File: src/rtl/pcseq_pkg.sv
package pcseq_pkg;

  // Source selected for the next program counter value
  typedef enum logic [1:0] {
    NXT_HOLD = 2'd0,
    NXT_INC  = 2'd1,
    NXT_TGT  = 2'd2,
    NXT_POP  = 2'd3
  } nxt_sel_t;

endpackage

File: src/rtl/pcseq_ctrl.sv
module pcseq_ctrl
  import pcseq_pkg::*;
(
  input  logic     adv,
  input  logic     br,
  input  logic     call,
  input  logic     ret,
  input  logic     full,
  input  logic     empty,
  output nxt_sel_t sel,
  output logic     push,
  output logic     pop,
  output logic     ovf_set,
  output logic     unf_set
);

  // Priority: call > return > branch > advance > hold
  always_comb begin
    sel     = NXT_HOLD;
    push    = 1'b0;
    pop     = 1'b0;
    ovf_set = 1'b0;
    unf_set = 1'b0;
    if (call) begin
      if (full) begin
        sel     = NXT_INC;
        ovf_set = 1'b1;
      end else begin
        sel  = NXT_TGT;
        push = 1'b1;
      end
    end else if (ret) begin
      if (empty) begin
        sel     = NXT_INC;
        unf_set = 1'b1;
      end else begin
        sel = NXT_POP;
        pop = 1'b1;
      end
    end else if (br) begin
      sel = NXT_TGT;
    end else if (adv) begin
      sel = NXT_INC;
    end
  end

endmodule

File: src/rtl/pcseq_lifo.sv
module pcseq_lifo #(
  parameter int WIDTH = 16,
  parameter int DEPTH = 32
) (
  input  logic                         clk,
  input  logic                         rst,
  input  logic                         push,
  input  logic                         pop,
  input  logic [WIDTH-1:0]             din,
  output logic [WIDTH-1:0]             top,
  output logic [$clog2(DEPTH+1)-1:0]   count
);

  localparam int IDX_W = (DEPTH > 1) ? $clog2(DEPTH) : 1;
  localparam int CNT_W = $clog2(DEPTH+1);

  logic [WIDTH-1:0] mem [DEPTH];
  logic [CNT_W-1:0] count_q;
  logic [IDX_W-1:0] wr_idx;
  logic [IDX_W-1:0] rd_idx;

  assign wr_idx = count_q[IDX_W-1:0];
  assign rd_idx = wr_idx - 1'b1;

  // Storage has no reset so it maps onto distributed RAM
  always_ff @(posedge clk) begin
    if (push) mem[wr_idx] <= din;
  end

  always_ff @(posedge clk) begin
    if (rst)       count_q <= '0;
    else if (push) count_q <= count_q + 1'b1;
    else if (pop)  count_q <= count_q - 1'b1;
  end

  // Asynchronous read of the top entry so a return completes in one edge
  assign top   = mem[rd_idx];
  assign count = count_q;

endmodule

File: src/rtl/pc_sequencer.sv
module pc_sequencer
  import pcseq_pkg::*;
#(
  parameter int ADDR_W = 16,
  parameter int DEPTH  = 32,
  localparam int CNT_W = $clog2(DEPTH+1)
) (
  input  logic              clk,
  input  logic              rst,
  input  logic              adv_i,
  input  logic              br_i,
  input  logic              call_i,
  input  logic              ret_i,
  input  logic [ADDR_W-1:0] tgt_i,
  output logic [ADDR_W-1:0] pc_o,
  output logic [CNT_W-1:0]  depth_o,
  output logic              empty_o,
  output logic              full_o,
  output logic              ovf_o,
  output logic              unf_o
);

  localparam logic [CNT_W-1:0] FULL_CNT = CNT_W'(DEPTH);

  logic [ADDR_W-1:0] pc_q;
  logic [ADDR_W-1:0] pc_inc;
  logic [ADDR_W-1:0] stk_top;
  logic [CNT_W-1:0]  cnt;
  logic              is_full, is_empty;
  logic              push, pop, ovf_set, unf_set;
  logic              ovf_q, unf_q;
  nxt_sel_t          sel;

  assign pc_inc   = pc_q + 1'b1;
  assign is_full  = (cnt == FULL_CNT);
  assign is_empty = (cnt == '0);

  pcseq_ctrl u_ctrl (
    .adv     (adv_i),
    .br      (br_i),
    .call    (call_i),
    .ret     (ret_i),
    .full    (is_full),
    .empty   (is_empty),
    .sel     (sel),
    .push    (push),
    .pop     (pop),
    .ovf_set (ovf_set),
    .unf_set (unf_set)
  );

  pcseq_lifo #(.WIDTH(ADDR_W), .DEPTH(DEPTH)) u_lifo (
    .clk   (clk),
    .rst   (rst),
    .push  (push),
    .pop   (pop),
    .din   (pc_inc),
    .top   (stk_top),
    .count (cnt)
  );

  always_ff @(posedge clk) begin
    if (rst) begin
      pc_q <= '0;
    end else begin
      unique case (sel)
        NXT_INC:  pc_q <= pc_inc;
        NXT_TGT:  pc_q <= tgt_i;
        NXT_POP:  pc_q <= stk_top;
        default:  pc_q <= pc_q;
      endcase
    end
  end

  always_ff @(posedge clk) begin
    if (rst) begin
      ovf_q <= 1'b0;
      unf_q <= 1'b0;
    end else begin
      ovf_q <= ovf_q | ovf_set;
      unf_q <= unf_q | unf_set;
    end
  end

  assign pc_o    = pc_q;
  assign depth_o = cnt;
  assign empty_o = is_empty;
  assign full_o  = is_full;
  assign ovf_o   = ovf_q;
  assign unf_o   = unf_q;

endmodule

File: config.mk
export PLATFORM = sky130hd
export DESIGN_NAME = pc_sequencer
export DESIGN_NICKNAME = d
export VERILOG_FILES = /design/src/rtl/pcseq_pkg.sv /design/src/rtl/pcseq_ctrl.sv /design/src/rtl/pcseq_lifo.sv /design/src/rtl/pc_sequencer.sv
export SDC_FILE = /design/constraint.sdc
export NUM_CORES = 1
export LEC_CHECK = 0
export BUFFER_PORTS_ARGS = -buffer_cell sky130_fd_sc_hd__buf_2
export CAP_MARGIN = 5
export CELL_PAD_IN_SITES_DETAIL_PLACEMENT = 0
export CELL_PAD_IN_SITES_GLOBAL_PLACEMENT = 1
export CORE_MARGIN = 2
export CORE_UTILIZATION = 43
export CTS_CLUSTER_DIAMETER = 40
export DETAILED_ROUTE_END_ITERATION = 12
export PLACE_DENSITY_LB_ADDON = 0.25
export RECOVER_POWER = 50
export SKIP_LAST_GASP = 1
export SLEW_MARGIN = 40
export SYNTH_ARGS = -nofsm -noshare
export SYNTH_HDL_FRONTEND = slang
export SYNTH_SLANG_ARGS = --single-unit
File: constraint.sdc
create_clock -name clk -period 3.7 [get_ports clk]
set_input_delay 0.555 -clock clk [delete_from_list [all_inputs] [get_ports clk]]
set_output_delay 0.555 -clock clk [all_outputs]
set_load 0.03 [all_outputs]
Word-level counts from Yosys, hierarchy flattened:

Memory sizes are Yosys's and may differ from the RTL's.
Index checks and enable logic that the tools add are counted.

* register bits: 24
* bits in latches: 0
* RAM bits: 512
* ROM bits: 0
* input bits: 22
* memories: 1

Memories
* u_lifo.mem: words 32, bits a word 16, rd ports 1, clocked after memory_dff 0, wr ports 1, line pcseq_lifo.sv:17 `logic [WIDTH-1:0] mem [DEPTH];`

* add/subtract/negate cells: 4
* multipliers: 0
* div/mod/pow operators: 0
* $lt $le $gt $ge: 0
* equal/unequal tests: 4
* shift-type cells: 0
* multiplexer cells: 21
* bitwise logic cells: 2
* reductions and logical operators: 3

Operators by type and width (count)
* 16-bit one-hot mux with 3 select lines: 1
* 16-bit by 1-bit adder with 16-bit output (second input constant): 1
* 1-bit 2-to-1 mux: 13
* 6-bit 2-to-1 mux: 2
* 2-bit 2-to-1 mux: 5
* 6-bit by 1-bit adder with 6-bit output (second input constant): 1
* 6-bit equality test (second input constant): 1
* 6-bit logical NOT: 1
* 6-bit by 1-bit subtractor with 6-bit output (second input constant): 1
* 5-bit by 1-bit subtractor with 5-bit output (second input constant): 1
* 2-bit equality test (second input constant): 2
* 3-bit nonzero test: 1
* 2-bit by 1-bit equality test with 1-bit output (second input constant): 1
* 1-bit bitwise OR: 2
* 2-bit nonzero test: 1

Logic depth before layout (Yosys ltp):

* depth after elaboration: 6
* gate-level depth with buffers: 16
* gate-level depth less buffers: 12

By module:

Synthesis repeated with hierarchy kept, for this count alone.

* cells, all modules: 1120
* area, all modules: 21729.6 sq um

By module, submodules not included
* pcseq_lifo: times used 1, cells an instance 950, area an instance 20338.3 sq um
* pc_sequencer: times used 1, cells an instance 159, area an instance 1325.0 sq um
* pcseq_ctrl: times used 1, cells an instance 11, area an instance 66.3 sq um

Worst setup path after synthesis:

Ideal clock, no wire load.

* path type: flip-flop to flip-flop
* from: register u_lifo.count_q[0] (netlist: u_lifo.count[0])
* to: memory u_lifo.mem[10][0], enable pin
* library setup time: 409 ps
* arrival: 3383 ps
* required time: 3291 ps
* slack: -92 ps
* cell stages (with the launch flop): 11
* path buffers: 4
* path through: dfxtp_1 -> buf_4 -> buf_4 -> buf_4 -> buf_4 -> inv_1 -> ha_1 -> nand3_1 -> and2_1 -> nand2_1 -> nor3_1

* cells in the longest elaborated chain, start to end: 5

RTL lines
* start, declared: line pcseq_lifo.sv:18 `logic [CNT_W-1:0] count_q;`
* start signal, assigned: line pcseq_lifo.sv:32 `else if (push) count_q <= count_q + 1'b1;`
* start signal, assigned: line pcseq_lifo.sv:33 `else if (pop) count_q <= count_q - 1'b1;`
* 6-bit equality test: line pc_sequencer.sv:35 `assign is_full = (cnt == FULL_CNT);`
* 1-bit 2-to-1 mux: line pcseq_ctrl.sv:25 `if (full) begin`
* 1-bit 2-to-1 mux: line pcseq_ctrl.sv:24 `if (call) begin`
* 1-bit 2-to-1 mux: line pcseq_lifo.sv:27 `if (push) mem[wr_idx] <= din;`
* 1-bit 2-to-1 mux (not written as such): line pcseq_lifo.sv:27
* end, declared: line pcseq_lifo.sv:17

Parallel ways exist; a longest one is shown, timed or not.

Final worst setup path:

* from: register pc_q[0] (netlist: pc_o[0])
* to: memory u_lifo.mem[13][14], data pin

* cells in the longest elaborated chain, start to end: 1

RTL lines
* start, declared: line pc_sequencer.sv:25 `logic [ADDR_W-1:0] pc_q;`
* start signal, assigned: line pc_sequencer.sv:67 `NXT_INC: pc_q <= pc_inc;`
* start signal, assigned: line pc_sequencer.sv:68 `NXT_TGT: pc_q <= tgt_i;`
* start signal, assigned: line pc_sequencer.sv:69 `NXT_POP: pc_q <= stk_top;`
* 16-bit by 1-bit adder with 16-bit output: line pc_sequencer.sv:34 `assign pc_inc = pc_q + 1'b1;`
* via pc_inc[14]: line pc_sequencer.sv:26 `logic [ADDR_W-1:0] pc_inc;`

The timed path passes the listed nets, and every way through them passes these cells.

==> run metrics <==
clock buffer count from CTS 73; Cells after Synth 1135; row cnt 81; Top FF cell, synth edfxtp_1; Hold-fix buffers, CTS 0; Vias 11638; max cap viols 5; Layout area overhead 17.9%; worst slew margin relative to its limit -39.5%; post-route cell area 0.0254 mm2; die area 0.0518 mm2; initial antenna violation count 2; die height 228 um; drt pass-1 iters 5; period utilization 87.9%; Synth Net Count 1167; first-pass GRT wire length 81400 um; worst skew pair latency 0.60 ns; Total Power 20.5 mW; CP Max Fanout 18; Setup crit end kind flip-flop; hold depth 3; final setup violation count 0; layout cell share with drive strength beyond 1 28.0%; Final GP Congestion 0.840; R2R setup slack 0.45 ns; top post-synthesis cells by area edfxtp_1 71%, mux4_2 13%, dfxtp_1 2.2%, nand2_1 2.0%, nand3_1 0.91%; LEAKAGE 8.30 nW; antenna viol nets, final 0; measured slew at the worst slew-check pin 2.08 ns; CTS root buf clkbuf_16; GR Util All Layers 22.5%; Clock Path Buffers 3; kind of critical path flip-flop to flip-flop; post-synth top area cell edfxtp_1; r2r endpoint u_lifo.mem[13][14]; routed len/inst 28.2 um; ys async rst share 0%; CTS tree yes; Core Area 0.0492 mm2; post-synthesis instance area 0.0215 mm2; Yosys top cell area share 71.5%; critical path required time 4.13 ns; Pins Over Slew Limit 90; failing checks max-capacitance violations, max-slew violations; startpoint types flip-flop; hold_ws 0.350 ns; CTS Sinks 536; hpwl dp 34600 um; Critical Path Sink u_lifo.mem[13][14]; PwrDens 808 mW/mm2; die span in x 228 um; Total Routed Length 56400 um; unique cell type count in the Yosys netlist 59; pin count of the biggest net entering global routing 72; H-tree depth 3; Min Clock Period, post-route 3.25 ns; Placed Instances 1867; vias in the first global route 11569; gr ovfl total 0; top post-synthesis cells by count 512 x edfxtp_1, 128 x mux4_2, 115 x nand2_1, 52 x nor2_1, 39 x nand3_1; Post-synth EDFFs 512; io pins 48; Hold Vio Cnt, Final 0; Max Clk Rate 308 MHz; status complete, but fails checks; IO Port Bufs 47; clk slew on worst S/H paths 0.06 ns; clock skew 0.0192 ns; r2r worst-path depth 6; worst r2r src pc_o[0]; Worst VDD drop 380 uV; Layout Nets 1310; syn_area_per_cell 18.9 um2; DRC Markers 0; worst hold path type input pin to flip-flop; Post-CTS Setup Inserts 0; WP data arrival 3.68 ns; Finished Layout Cells 2001; placed instance area 0.0231 mm2; YS warnings 0; CP Launch Point pc_o[0]; vias per inst 5.82; register area share after synthesis 73.7%; RSZ-0062 raised after global routing no; drt initial violations 1340; PostCTS Resize Cnt 0; Yosys reg bits 536; Initial Util 43.8%; leading cell type by number of instances after synthesis edfxtp_1
==> cell families (layout without fill, tap and decap cells) <==
kind of cell | Yosys count | in the layout | share of synthesized area (%)
other | 0 | 1 | 0
and+or+nand+nor | 270 | 270 | 5.78
DFF | 536 | 536 | 73.7
muxes | 143 | 143 | 14.1
AOI/OAI and AO/OA | 84 | 84 | 3.22
xor gates and xnor gates | 20 | 20 | 0.815
buffers and inverters | 72 | 273 | 1.73
adders and majority gates | 10 | 10 | 0.617
==> worst min path at each step <==
| stage | from | endpoint | slack (ns) |
|---|---|---|---|
| finish | tgt_i[9] | pc_o[9] | 0.35 |
| global route | tgt_i[10] | pc_o[10] | 0.36 |
| CTS | tgt_i[9] | pc_o[9] | 0.31 |
| detailed placement | ovf_o | ovf_o | 0.44 |
| global placement | ovf_o | ovf_o | 0.43 |
| floorplan | ovf_o | ovf_o | 0.57 |
==> state kept, by name, summed over array words and instances (netlist names) <==
name	flops
u_lifo.mem	512
pc_o	16
u_lifo.count	6
ovf_o	1
unf_o	1
==> critical path: stages (launching register included) <==
cell and delay, ns:
dfxtp_1 0.58, ha_1 0.32, nand3_1 0.13, nor2_1 0.26, nand2_1 0.12, xnor2_1 1.26
buf_4 0.40
==> metrics by stage <==
stage | worst slack [ns] | setup TNS (ns) | util (%)
6_report | 0.448 | 0 | 51.6
5_1_grt | 0.302 | 0 | 51.6
4_1_cts | 0.747 | 0 | 52.0
2_1_floorplan | -0.0922 | -11.69 | -
3_3_place_gp | 0.786 | 0 | 47.0
3_5_place_dp | 0.782 | 0 | 47.1
==> cell usage in the layout (no fill, tap or decap), types with 5 or more instances in the layout <==
cell type	count
clkinv_2	8
and3_1	7
clkbuf_16	75
a21oi_1	5
mux2i_1	15
nor3_2	8
xor2_1	6
inv_8	5
buf_12	7
inv_6	14
ha_1	8
nor3_1	13
nand2_1	115
nand3_1	39
nor2_1	52
nand2b_1	7
buf_4	55
inv_1	10
clkbuf_1	50
buf_2	25
a32oi_1	9
mux4_2	128
xnor2_2	5
edfxtp_1	512
a31oi_1	18
a211oi_1	9
xnor2_1	7
a221oi_1	6
dfxtp_1	23
clkinvlp_4	6
==> where the power goes <==
group	internal, mW	switching (mW)
logic	2.07	3.91
registers	7.45	0.207
clock network	4.11	2.74
total	13.6	6.86
==> cell type report <==
cell class / count / area [um2]
Tap cell: 664 / 831
Fill cell: 3956 / 23800
Sequential cell: 536 / 15900
Clock buffer: 86 / 1930
Clock inverter: 47 / 478
Multi-Input combinational cell: 527 / 5380
Timing Repair Buffer: 130 / 843
Antenna cell: 1 / 2.50
Inverter: 10 / 37.5
==> layer usage <==
layer  wire length [um]  part of all wire, %  track usage, %
met1              24000                   43            31.5
met3               4610                  8.2            5.48
met2              26400                   47            34.8
met5                  9                0.016               0
met4               1390                  2.5            7.63
(Power assumes the default switching activity.)
